--- config.mk ---
export PLATFORM = sky130hd
export DESIGN_NAME = dma_addr_seq2d
export DESIGN_NICKNAME = d
export VERILOG_FILES = /design/src/rtl/dma_addr_seq2d.sv
export SDC_FILE = /design/constraint.sdc
export NUM_CORES = 1
export LEC_CHECK = 0
export BUFFER_PORTS_ARGS = -buffer_cell sky130_fd_sc_hd__buf_2
export CORE_ASPECT_RATIO = 0.6
export CORE_UTILIZATION = 45
export CTS_CLUSTER_DIAMETER = 100
export DETAILED_ROUTE_END_ITERATION = 8
export HOLD_SLACK_MARGIN = 0.03
export PLACE_DENSITY = 0.6
export SYNTH_ARGS = -nofsm -noshare
export SYNTH_HDL_FRONTEND = slang
export SYNTH_SLANG_ARGS = --single-unit
--- constraint.sdc ---
create_clock -name clk -period 11.8 [get_ports clk]
set_input_delay 1.18 -clock clk [delete_from_list [all_inputs] [get_ports clk]]
set_output_delay 1.18 -clock clk [all_outputs]
set_load 0.02 [all_outputs]
--- src/rtl/dma_addr_seq2d.sv ---
module dma_addr_seq2d #(
  parameter int AW = 32,
  parameter int CW = 16,
  parameter int IW = 16
)(
  input  logic          clk,
  input  logic          rst_n,
  input  logic          start,
  input  logic [AW-1:0] src_base,
  input  logic [AW-1:0] dst_base,
  input  logic [1:0]    src_mode,
  input  logic [1:0]    dst_mode,
  input  logic          src_2d,
  input  logic          dst_2d,
  input  logic [1:0]    elem_size,
  input  logic [CW-1:0] elem_count,
  input  logic [CW-1:0] frame_count_m1,
  input  logic [IW-1:0] elem_step,
  input  logic [IW-1:0] frame_step,
  input  logic          frame_sync,
  output logic          out_valid,
  input  logic          out_ready,
  output logic [AW-1:0] src_addr,
  output logic [AW-1:0] dst_addr,
  output logic          out_last,
  output logic          busy
);
  localparam int XW = AW - IW;

  typedef enum logic [1:0] {S_IDLE, S_RUN, S_HOLD} st_t;
  st_t state;

  logic [1:0]    r_smode, r_dmode, r_size;
  logic          r_s2d, r_d2d, r_fs;
  logic [CW-1:0] r_ecount, ecnt, fcnt;
  logic [IW-1:0] r_estep, r_fstep;
  logic [AW-1:0] s_cur, d_cur, s_row, d_row;

  logic [AW-1:0] sz, e_ext, f_ext, s_nxt, d_nxt;
  logic          frame_end, last_pair, fire;

  function automatic logic [AW-1:0] advance(
    input logic [AW-1:0] cur,
    input logic [AW-1:0] row,
    input logic [1:0]    mode,
    input logic          two_d,
    input logic          fend,
    input logic [AW-1:0] sz_i,
    input logic [AW-1:0] e_i,
    input logic [AW-1:0] f_i
  );
    logic [AW-1:0] r;
    case (mode)
      2'b00:   r = cur;
      2'b01:   r = cur + sz_i;
      2'b10:   r = cur - sz_i;
      default: begin
        if (two_d) r = fend ? row + f_i : cur + sz_i;
        else       r = cur + (fend ? f_i : e_i);
      end
    endcase
    return r;
  endfunction

  assign sz        = (r_size == 2'd0) ? AW'(1) : (r_size == 2'd1) ? AW'(2) : AW'(4);
  assign e_ext     = {{XW{r_estep[IW-1]}}, r_estep};
  assign f_ext     = {{XW{r_fstep[IW-1]}}, r_fstep};
  assign frame_end = (ecnt == CW'(1));
  assign last_pair = frame_end && (fcnt == '0);
  assign fire      = out_valid && out_ready;
  assign s_nxt     = advance(s_cur, s_row, r_smode, r_s2d, frame_end, sz, e_ext, f_ext);
  assign d_nxt     = advance(d_cur, d_row, r_dmode, r_d2d, frame_end, sz, e_ext, f_ext);

  assign out_valid = (state == S_RUN);
  assign out_last  = out_valid && last_pair;
  assign busy      = (state != S_IDLE);
  assign src_addr  = s_cur;
  assign dst_addr  = d_cur;

  always_ff @(posedge clk) begin
    if (!rst_n) begin
      state    <= S_IDLE;
      r_smode  <= '0;
      r_dmode  <= '0;
      r_size   <= '0;
      r_s2d    <= 1'b0;
      r_d2d    <= 1'b0;
      r_fs     <= 1'b0;
      r_ecount <= '0;
      r_estep  <= '0;
      r_fstep  <= '0;
      ecnt     <= '0;
      fcnt     <= '0;
      s_cur    <= '0;
      d_cur    <= '0;
      s_row    <= '0;
      d_row    <= '0;
    end else begin
      case (state)
        S_IDLE: begin
          if (start) begin
            r_smode  <= src_mode;
            r_dmode  <= dst_mode;
            r_size   <= elem_size;
            r_s2d    <= src_2d;
            r_d2d    <= dst_2d;
            r_fs     <= frame_sync;
            r_ecount <= elem_count;
            r_estep  <= elem_step;
            r_fstep  <= frame_step;
            ecnt     <= elem_count;
            fcnt     <= frame_count_m1;
            s_cur    <= src_base;
            d_cur    <= dst_base;
            s_row    <= src_base;
            d_row    <= dst_base;
            state    <= S_RUN;
          end
        end
        S_RUN: begin
          if (fire) begin
            if (last_pair) begin
              state <= S_IDLE;
            end else begin
              s_cur <= s_nxt;
              d_cur <= d_nxt;
              if (frame_end) begin
                s_row <= s_nxt;
                d_row <= d_nxt;
                ecnt  <= r_ecount;
                fcnt  <= fcnt - CW'(1);
                if (r_fs) state <= S_HOLD;
              end else begin
                ecnt <= ecnt - CW'(1);
              end
            end
          end
        end
        S_HOLD: begin
          if (start) state <= S_RUN;
        end
        default: state <= S_IDLE;
      endcase
    end
  end
endmodule

* Word level (Yosys, flattened, before mapping)
Cells that the tools add are included.
** Operators by class
- $add $sub $neg :: 10
- Equal/unequal tests :: 15
- Multiplexer cells :: 41
- Reductions and logical operators :: 15
** Operators by type and width (number)
- two-way mux 32 bit :: 17
- one-hot mux 32 bit (2 select lines) :: 4
- one-hot mux 32 bit (3 select lines) :: 2
- adder 32 bit :: 4
- two-way mux 16 bit :: 8
- adder 32 x 3 -> 32 bit :: 2
- one-hot mux 16 bit (2 select lines) :: 2
- subtractor 32 x 3 -> 32 bit :: 2
- subtractor 16 x 1 -> 16 bit, second input constant :: 2
- equality test 16 x 1 -> 1 bit, second input constant :: 1
- zero test 16 bit :: 1
- two-way mux 2 bit :: 5
- equality test 2 x 1 -> 1 bit, second input constant :: 4
- zero test 2 bit :: 4
- AND reduction 4 bit :: 2
- equality test 2 bit, second input constant :: 3
- two-way mux 3 bit :: 2
- inequality test 2 x 1 -> 1 bit, second input constant :: 3
- inequality test 3 x 1 -> 1 bit, second input constant :: 2
- AND reduction 5 bit :: 1
- inequality test 2 bit, second input constant :: 2
- one-hot mux 2 bit (2 select lines) :: 1
- nonzero test 2 bit :: 2
- logical AND 1 bit :: 3
- other kinds (2) :: 2
** Word-level totals
- Bits in registers :: 219
- Input port bits :: 141
- Logic and storage cells :: 97

* Logic depth before layout (Yosys ltp)
Gate-level depths: netlist of the first run.
- Word-level depth :: 11
- Depth in mapped cells :: 23
- Gate-level depth less buffers :: 20

* Least setup slack after synthesis of the first run
Ideal clock, no wire load.
- Path kind :: register -> register
- Start point :: register ecnt[2]
- End point :: register d_row[24]
- Library setup time :: 0.087 ns
- Arrival :: 5.077 ns
- Required time :: 11.713 ns
- Setup slack :: 6.636 ns
- Stages on the path, launching flop included :: 22
- Path buffers :: 5
- Cell sequence :: dfxtp_1 nor4_1 nor2b_1 clkbuf_1 and3_1 buf_2 buf_1 clkbuf_1 buf_1 nand2_1 nand2_1 ha_1 a21o_1 a21o_1 a211oi_1 o21ai_1 o41ai_1 o21bai_1 or4_1 nand3_1 a31oi_1 o31ai_1
** On the way
- Longest elaborated chain between the ends :: 9
- Elaborated cells between the ends (all ways) :: 14
- Those cells by class :: add/sub (1); eq/ne (3); mux (8); reduce/logical (2)
** RTL lines
- from (decl) :: RTL line 35 : logic [CW-1:0] r_ecount, ecnt, fcnt;
- from (signal assigned) :: RTL line 111 : ecnt <= elem_count;
- from (signal assigned) :: RTL line 130 : ecnt <= r_ecount;
- from (signal assigned) :: RTL line 134 : ecnt <= ecnt - CW'(1);
- equality test 16 x 1 -> 1 bit (*) :: RTL line 68 : assign frame_end = (ecnt == CW'(1));
- two-way mux 32 bit :: RTL line 59 : else r = cur + (fend ? f_i : e_i);
- adder 32 bit :: RTL line 59
- two-way mux 32 bit :: RTL line 58 : if (two_d) r = fend ? row + f_i : cur + sz_i;
- one-hot mux 32 bit (3 select lines) :: RTL line 53 : case (mode)
- two-way mux 32 bit :: RTL line 127 : if (frame_end) begin
- two-way mux 32 bit :: RTL line 122 : if (last_pair) begin
- two-way mux 32 bit :: RTL line 121 : if (fire) begin
- one-hot mux 32 bit (2 select lines) :: RTL line 99 : case (state)
- to (signal assigned) :: RTL line 116 : d_row <= dst_base;
- to (signal assigned) :: RTL line 129 : d_row <= d_nxt;
- to (decl) :: RTL line 37 : logic [AW-1:0] s_cur, d_cur, s_row, d_row;
Every way passes the cells marked *; elsewhere a longest branch is shown, timed or not. The select of a mux whose other input is x is not followed.
A chain may end at the register's enable or synchronous reset.

* Final worst setup path of the first run
- Start point :: register ecnt[2]
- End point :: register d_cur[22] (netlist: dst_addr[22])
** On the way
- Longest elaborated chain between the ends :: 8
- Elaborated cells between the ends (all ways) :: 12
- Those cells by class :: add/sub (1); eq/ne (2); mux (7); reduce/logical (2)
** RTL lines
- equality test 16 x 1 -> 1 bit (*) :: RTL line 68
- two-way mux 32 bit :: RTL line 59
- adder 32 bit :: RTL line 59
- two-way mux 32 bit :: RTL line 58
- one-hot mux 32 bit (3 select lines) :: RTL line 53
- two-way mux 32 bit :: RTL line 122
- two-way mux 32 bit :: RTL line 121
- one-hot mux 32 bit (2 select lines) :: RTL line 99
- to (signal assigned) :: RTL line 114 : d_cur <= dst_base;
- to (signal assigned) :: RTL line 126 : d_cur <= d_nxt;
- to (decl) :: RTL line 37
Marked as above.

==> results of run 1 <==
==> worst max-delay path by stage <==
stage	endpoint	depth (start not counted)	slack, ns
6_report	dst_addr[22]$_SDFFE_PN0P_	15	5.85
3_3_place_gp	s_row[30]$_SDFFE_PN0P_	18	6.18
4_1_cts	d_row[25]$_SDFFE_PN0P_	16	6.00
5_1_grt	dst_addr[25]$_SDFFE_PN0P_	16	5.53
2_1_floorplan	d_row[24]$_SDFFE_PN0P_	21	6.64
3_5_place_dp	dst_addr[22]$_SDFFE_PN0P_	19	6.04
==> flip-flops by register name (all words and copies together) (netlist names), 16 cells and up <==
signal,count
fcnt,16
r_ecount,16
src_addr,32
s_row,32
r_estep,16
r_fstep,16
ecnt,16
d_row,32
dst_addr,32
==> cells in the mapped netlist, types with 38 or more instances <==
| library cell | count |
|---|---|
| a211oi_1 | 65 |
| a21o_1 | 81 |
| a21oi_1 | 311 |
| a31oi_1 | 43 |
| clkbuf_1 | 175 |
| dfxtp_1 | 219 |
| ha_1 | 145 |
| inv_1 | 73 |
| nand2_1 | 413 |
| nand3_1 | 89 |
| nand4_1 | 38 |
| nor2_1 | 250 |
| nor3_1 | 83 |
| o211ai_1 | 47 |
| o21ai_0 | 180 |
| xnor2_1 | 99 |
| xor2_1 | 78 |
==> cell usage in the layout, fill, tap and decap left out, drive strengths merged, types with 9 or more instances in the layout <==
cell type and n:
ha 145, nor2b 18, a311oi 13, and2 21
o21a 30, nand2b 20, nand3 89, xnor2 99
or4 9, a21oi 311, nand4 38, o31ai 28
o21bai 20, buf 245, o221ai 27, xor2 78
inv 76, a21o 81, nor2 252, mux2i 20
a22oi 10, o211ai 48, nor3 87, o21ai 204
a31oi 43, a221oi 17, and4 11, a211oi 65
nor4 31, and3 26, dfxtp 219, clkbuf 34
or3 30, nand2 414, o2111ai 10, or2 13
o22ai 23
==> per-layer routing <==
metal	global-route usage (%)	vias up	wire [µm]
met5	1.44	-	81
met4	9.91	2	2460
met3	9.47	169	10900
met2	53.8	1448	37300
met1	56.5	11633	42800
li1	-	11083	-
==> worst max-delay path, delay by kind of cell (launching register included) <==
kind	cells	cell delay, ns
muxes	1	0.58
DFF	1	0.35
and+or+nand+nor	7	3.11
adders and majority gates	1	0.50
AOI/OAI and AO/OA	3	0.64
buffers and inverters	3	0.55
==> power groups by stage <==
stage	registers [mW]	logic [mW]	clock network (mW)
final	0.913	0.866	0.992
after global routing	0.920	0.935	1.03
after CTS	0.909	0.841	1.00
after detailed placement	0.925	0.836	0
after global placement	0.924	0.827	0
after floorplan	0.894	0.583	0
==> kinds of logic (layout without fill, tap and decap cells) <==
kind of cell | count (synthesis) | after routing | share of synthesized area, %
AND/OR/NAND/NOR | 1081 | 1081 | 23.9
AO/OA/AOI/OAI | 1035 | 1035 | 31.9
buffers and inverters | 277 | 368 | 5.09
flip-flops | 219 | 219 | 20.9
XOR/XNOR | 177 | 177 | 7.40
adder cells (fa/ha/maj) | 153 | 153 | 9.42
multiplexers | 25 | 25 | 1.33
other | 0 | 1 | 0
==> through the flow <==
stage | hold slack, ns | instances | util [%] | instance area [µm²] | setup slack, ns
floorplan | 0.426 | 2967 | - | 21000 | 6.64
global placement | 0.443 | 3628 | 49.2 | 22300 | 6.18
detailed placement | 0.447 | 3628 | 49.2 | 22300 | 6.04
CTS | 0.456 | 3677 | 51.5 | 23300 | 6.00
global route | 0.470 | 3679 | 51.5 | 23300 | 5.53
finish | 0.455 | 3679 | 51.5 | 23300 | 5.85
==> final cells by class <==
type,instances,area share (%)
Multi-Input combinational cell,2471,66.6
Sequential cell,219,18.8
Timing Repair Buffer,246,5.69
Tap cell,620,3.32
Clock buffer,33,3.21
Inverter,73,1.19
Clock inverter,16,1.16
Antenna cell,1,0.0107
==> metrics.md, run 1 <==
| Metric | Value |
|---|---|
| Syn-to-layout area delta | `11.4%` |
| RSZ-0062 raised after global routing | `false` |
| Final nets | `3332` |
| Clk_lat worst skew | `0.60 ns` |
| Post-CTS Repair Setup Buffers | `0` |
| Yosys warns | `0` |
| Die Y-Extent | `169 µm` |
| Cell taking the most area after synthesis | `dfxtp_1` |
| Reg power frac | `33.0%` |
| Reg2reg start | `ecnt[2]$_SDFFE_PN0P_` |
| Post-synth ARST share | `0%` |
| Most used DFF post-synth | `dfxtp_1` |
| Hold Crit Start | `d_row[20]$_SDFFE_PN0P_` |
| Vias in the first global route | `22097` |
| Post-route ant nets | `0` |
| Critical path class | `reg -> reg` |
| Io pins | `208` |
| DRC | `0` |
| CP max FO | `38` |
| Ratio of cells with drive above 1 in the final layout | `11.3%` |
| Hold path depth | `2` |
| Largest net degree at the start of global routing | `86` |
| Final Max Slew Viols | `0` |
| DRT iter0 DRCs | `3127` |
| Root buffer cell | `clkbuf_16` |
| Total grt overflow | `0` |
| Core area | `45300 µm²` |
| R2r endpoint | `dst_addr[22]$_SDFFE_PN0P_` |
| Synth Instances | `2967` |
| Leakage power | `9.95 nW` |
| Power Total | `2.77 mW` |
| Critical Path Start Type | `flop` |
| EDFF count, synth | `0` |
| Gate power share | `31.3%` |
| Num CTS Buffers | `27` |
| Vias | `24335` |
| Vias per Instance | `6.61` |
| WHS Endpoint | `d_row[20]$_SDFFE_PN0P_` |
| # clock sinks | `219` |
| Multi-input gate area | `15600 µm²` |
| Worst Hold Class | `reg -> reg` |
| Crit. End Element | `flop` |
| Register area share after synthesis | `20.9%` |
| GRT Total Usage | `38.1%` |
| TritonCTS clock tree | `built` |
| R2R cell count | `15` |
| CTS max path bufs | `3` |
| Port Buf Inserts | `207` |
| Row cnt | `60` |
| Register-to-Register Setup Slack | `5.85 ns` |
| Synthesized cell area | `21000 µm²` |
| WP data required | `12.23 ns` |
| GPL Wtd Cong | `0.996` |
| Final min period | `5.95 ns` |
| Max Cap Viol | `0` |
| CP most frequent cell | `nor4_1` |
| First-pass iteration count of the detailed router | `6` |
| DR WL/cell | `25.4 µm` |
| CP cell instances | `nor4_1 > nor2b_1 > nand3_4 > mux2i_1 > inv_1 > buf_4 > ha_1 > nand4_1 > nor4_1 > o41ai_1 > buf_4 > o21bai_1 > nor3_1 > nor4_1 > o31ai_1` |
| DP Wirelength | `68.2 mm` |
| Hold_buf cts | `0` |
| Chip width | `281 µm` |
| Slew of the pin with the lowest slew margin | `1.30 ns` |
| Final hold vios | `0` |
| Setup-failing EPs final | `0` |
| Critical Path Start | `ecnt[2]$_SDFFE_PN0P_` |
| Fin Setup TNS | `0 ns` |
| Relative slew slack | `13.6%` |
| Maximum level of the CTS H-tree | `1` |
| Worst Skew | `0.0160 ns` |
| Critical Path AT | `6.38 ns` |
| Power density over the cells | `119 nW/µm²` |
| Detailed Route WL | `93.5 mm` |
| Clk pwr share | `35.8%` |
| Resized cells post-CTS | `0` |
| Syn Nets | `3261` |
| Cell internal pwr | `1.69 mW` |
| Initial antenna violation count | `3` |
| Netlist cell types | `94` |
| Sw Pwr | `1.08 mW` |
| First-pass GRT wire length | `139 mm` |
| Slowest stage delay, CP | `0.74 ns` |
| Crit path max-delay cell type | `nor4_1` |
| Fill cells | `4611` |
| Peak VDD IR | `0.000118 V` |
| Period Utilization, post-route | `50.4%` |
| Syn Area/Cell | `7.06 µm²` |
| Net Sw Frac | `38.9%` |
| Synth area leaders | `dfxtp_1 21%, ha_1 8.7%, a21oi_1 7.4%, nand2_1 7.4%, nor2_1 4.5%` |
| Synth top area share | `20.9%` |
| Flip-flop and latch area | `4390 µm²` |
| Fmax | `0.168 GHz` |
| Clock transition at the registers of the reported paths | `0.07 ns` |
| Run status | `complete, no violations` |
| #FFs+latches synth | `219` |
| Die area | `47500 µm²` |
| Initial core utilization | `46.2%` |
No activity file was read; power rests on OpenSTA's default activity.
==> run 2, diff against run 1 <==
==> constraint.sdc (replaced) <==
create_clock -name clk -period 5.7 [get_ports clk]
set_input_delay 0.57 -clock clk [delete_from_list [all_inputs] [get_ports clk]]
set_output_delay 0.57 -clock clk [all_outputs]
set_load 0.02 [all_outputs]
==> metrics.md, run 2 (synthesis gave the netlist of run 1 again) <==
| Metric | Value |
|---|---|
| DRT iter0 DRCs | `2844` |
| DR WL/cell | `24.9 µm` |
| Post-route ant nets | `0` |
| Detailed Route WL | `91.7 mm` |
| Clock transition at the registers of the reported paths | `0.07 ns` |
| Maximum level of the CTS H-tree | `1` |
| Max Cap Viol | `1` |
| First-pass GRT wire length | `135 mm` |
| R2r endpoint | `d_row[24]$_SDFFE_PN0P_` |
| CTS max path bufs | `3` |
| First-pass iteration count of the detailed router | `7` |
| Root buffer cell | `clkbuf_16` |
| # clock sinks | `219` |
| Hold_buf cts | `0` |
| Port Buf Inserts | `207` |
| CP max FO | `16` |
| R2R cell count | `19` |
| DRC | `0` |
| Worst Skew | `0.0260 ns` |
| Post-Place Cells | `3631` |
| Ratio of cells with drive above 1 in the final layout | `11.3%` |
| Resized cells post-CTS | `0` |
| Critical path class | `reg -> reg` |
| Final WS setup | `0.469 ns` |
| Pre-CTS setup slack | `0.405 ns` |
| Vias | `23979` |
| TritonCTS clock tree | `built` |
| Commonest non-fill, non-tap cell in the layout | `nand2_1` |
| Fin Setup TNS | `0 ns` |
| Leakage power | `9.89 nW` |
| Hold Crit Start | `frame_step[3]` |
| Largest net degree at the start of global routing | `101` |
| Register-to-Register Setup Slack | `0.47 ns` |
| WP data required | `6.12 ns` |
| Num CTS Buffers | `25` |
| Initial antenna violation count | `3` |
| Power density over the cells | `236 nW/µm²` |
| RSZ-0062 raised after global routing | `false` |
| GPL Wtd Cong | `1.00` |
| Commonest cells after routing, fill and taps aside | `410 x nand2_1, 311 x a21oi_1, 249 x nor2_1` |
| Total grt overflow | `0` |
| Initial core utilization | `46.2%` |
| Hold path depth | `3` |
| Post-CTS Repair Setup Buffers | `0` |
| Final nets | `3332` |
| Critical Path AT | `5.65 ns` |
| Final hold vios | `0` |
| Fmax | `0.191 GHz` |
| Final Max Slew Viols | `1` |
| Run status | `finished, violations left` |
| Chip width | `281 µm` |
| DP Wirelength | `68.4 mm` |
| Relative slew slack | `-0.620%` |
| Critical Path Start Type | `flop` |
| Failing checks | `max-capacitance violations, max-slew violations` |
| Worst Hold Class | `in -> reg` |
| Period Utilization, post-route | `91.8%` |
| Core area | `45300 µm²` |
| Die area | `47500 µm²` |
| GRT Total Usage | `37.3%` |
| Io pins | `208` |
| Syn-to-layout area delta | `10.8%` |
| Peak VDD IR | `0.000211 V` |
| Clk_lat worst skew | `0.58 ns` |
| Die Y-Extent | `169 µm` |
| Row cnt | `60` |
| Crit. End Element | `flop` |
| Setup-failing EPs final | `0` |
| Vias in the first global route | `21754` |
| Antenna cell count | `0` |
| Slew of the pin with the lowest slew margin | `1.50 ns` |
| Final cell count without fillers | `3677` |
| Vias per Instance | `6.52` |
| Final min period | `5.23 ns` |
| WHS Endpoint | `r_fstep[3]$_SDFFE_PN0P_` |
| Reg2reg start | `ecnt[10]$_SDFFE_PN0P_` |
run 2: metrics by stage:
step	cell area, µm²	total power, mW	hold WS [ns]	utilization (%)
final	23200	5.47	0.229	51.2
after global routing	23200	5.70	0.228	51.2
after CTS	23200	5.43	0.212	51.2
after detailed placement	22400	3.66	0.447	49.3
after global placement	22400	3.63	0.442	49.3
after floorplan	21000	3.06	0.426	-
run 2: layout make-up:
type | count | area (µm²)
tap | 620 | 776
timing repair buffer | 248 | 1370
sequential | 219 | 4390
clock buffer | 34 | 709
inverter | 73 | 278
clock inverter | 12 | 150
fill | 4632 | 22100
multi-input combinational | 2471 | 15600
run 2: worst max-delay path by stage:
stage,start,end,slack [ns]
after global placement,ecnt[2]$_SDFFE_PN0P_,src_addr[30]$_SDFFE_PN0P_,0.52
after CTS,ecnt[2]$_SDFFE_PN0P_,dst_addr[30]$_SDFFE_PN0P_,0.38
after global routing,ecnt[10]$_SDFFE_PN0P_,dst_addr[22]$_SDFFE_PN0P_,0.16
final,ecnt[10]$_SDFFE_PN0P_,d_row[24]$_SDFFE_PN0P_,0.47
after floorplan,ecnt[2]$_SDFFE_PN0P_,d_row[24]$_SDFFE_PN0P_,0.54
after detailed placement,ecnt[2]$_SDFFE_PN0P_,d_row[24]$_SDFFE_PN0P_,0.40
run 2: critical path: stages (launching register included):
cell and delay (ns):
dfxtp_1 0.36, or4_1 0.58, nor2_1 0.30, and3_2 0.43, nand2_1 0.10, nand2_1 0.10
ha_1 0.19, inv_1 0.07, fa_1 0.43, nor2b_1 0.18, o31a_1 0.20, o21ai_1 0.18
nor4_1 0.66, o41ai_1 0.12, buf_4 0.18, o21bai_1 0.38, or4_1 0.19, nand3_1 0.07
a31oi_1 0.22, o31ai_1 0.11
run 2: layer usage:
layer	share of wire, %	GRT usage, %	vias to the layer above
li1	-	-	11067
met1	45	54.2	11325
met2	39	52.1	1409
met3	12	11.1	176
met4	2.9	10.9	2
met5	0.0098	0	-
run 2: power breakdown:
group	internal [mW]	leakage [nW]	switching [mW]
Clock	1.01	0.416	0.777
Combinational	0.634	7.67	1.15
Sequential	1.66	1.80	0.235
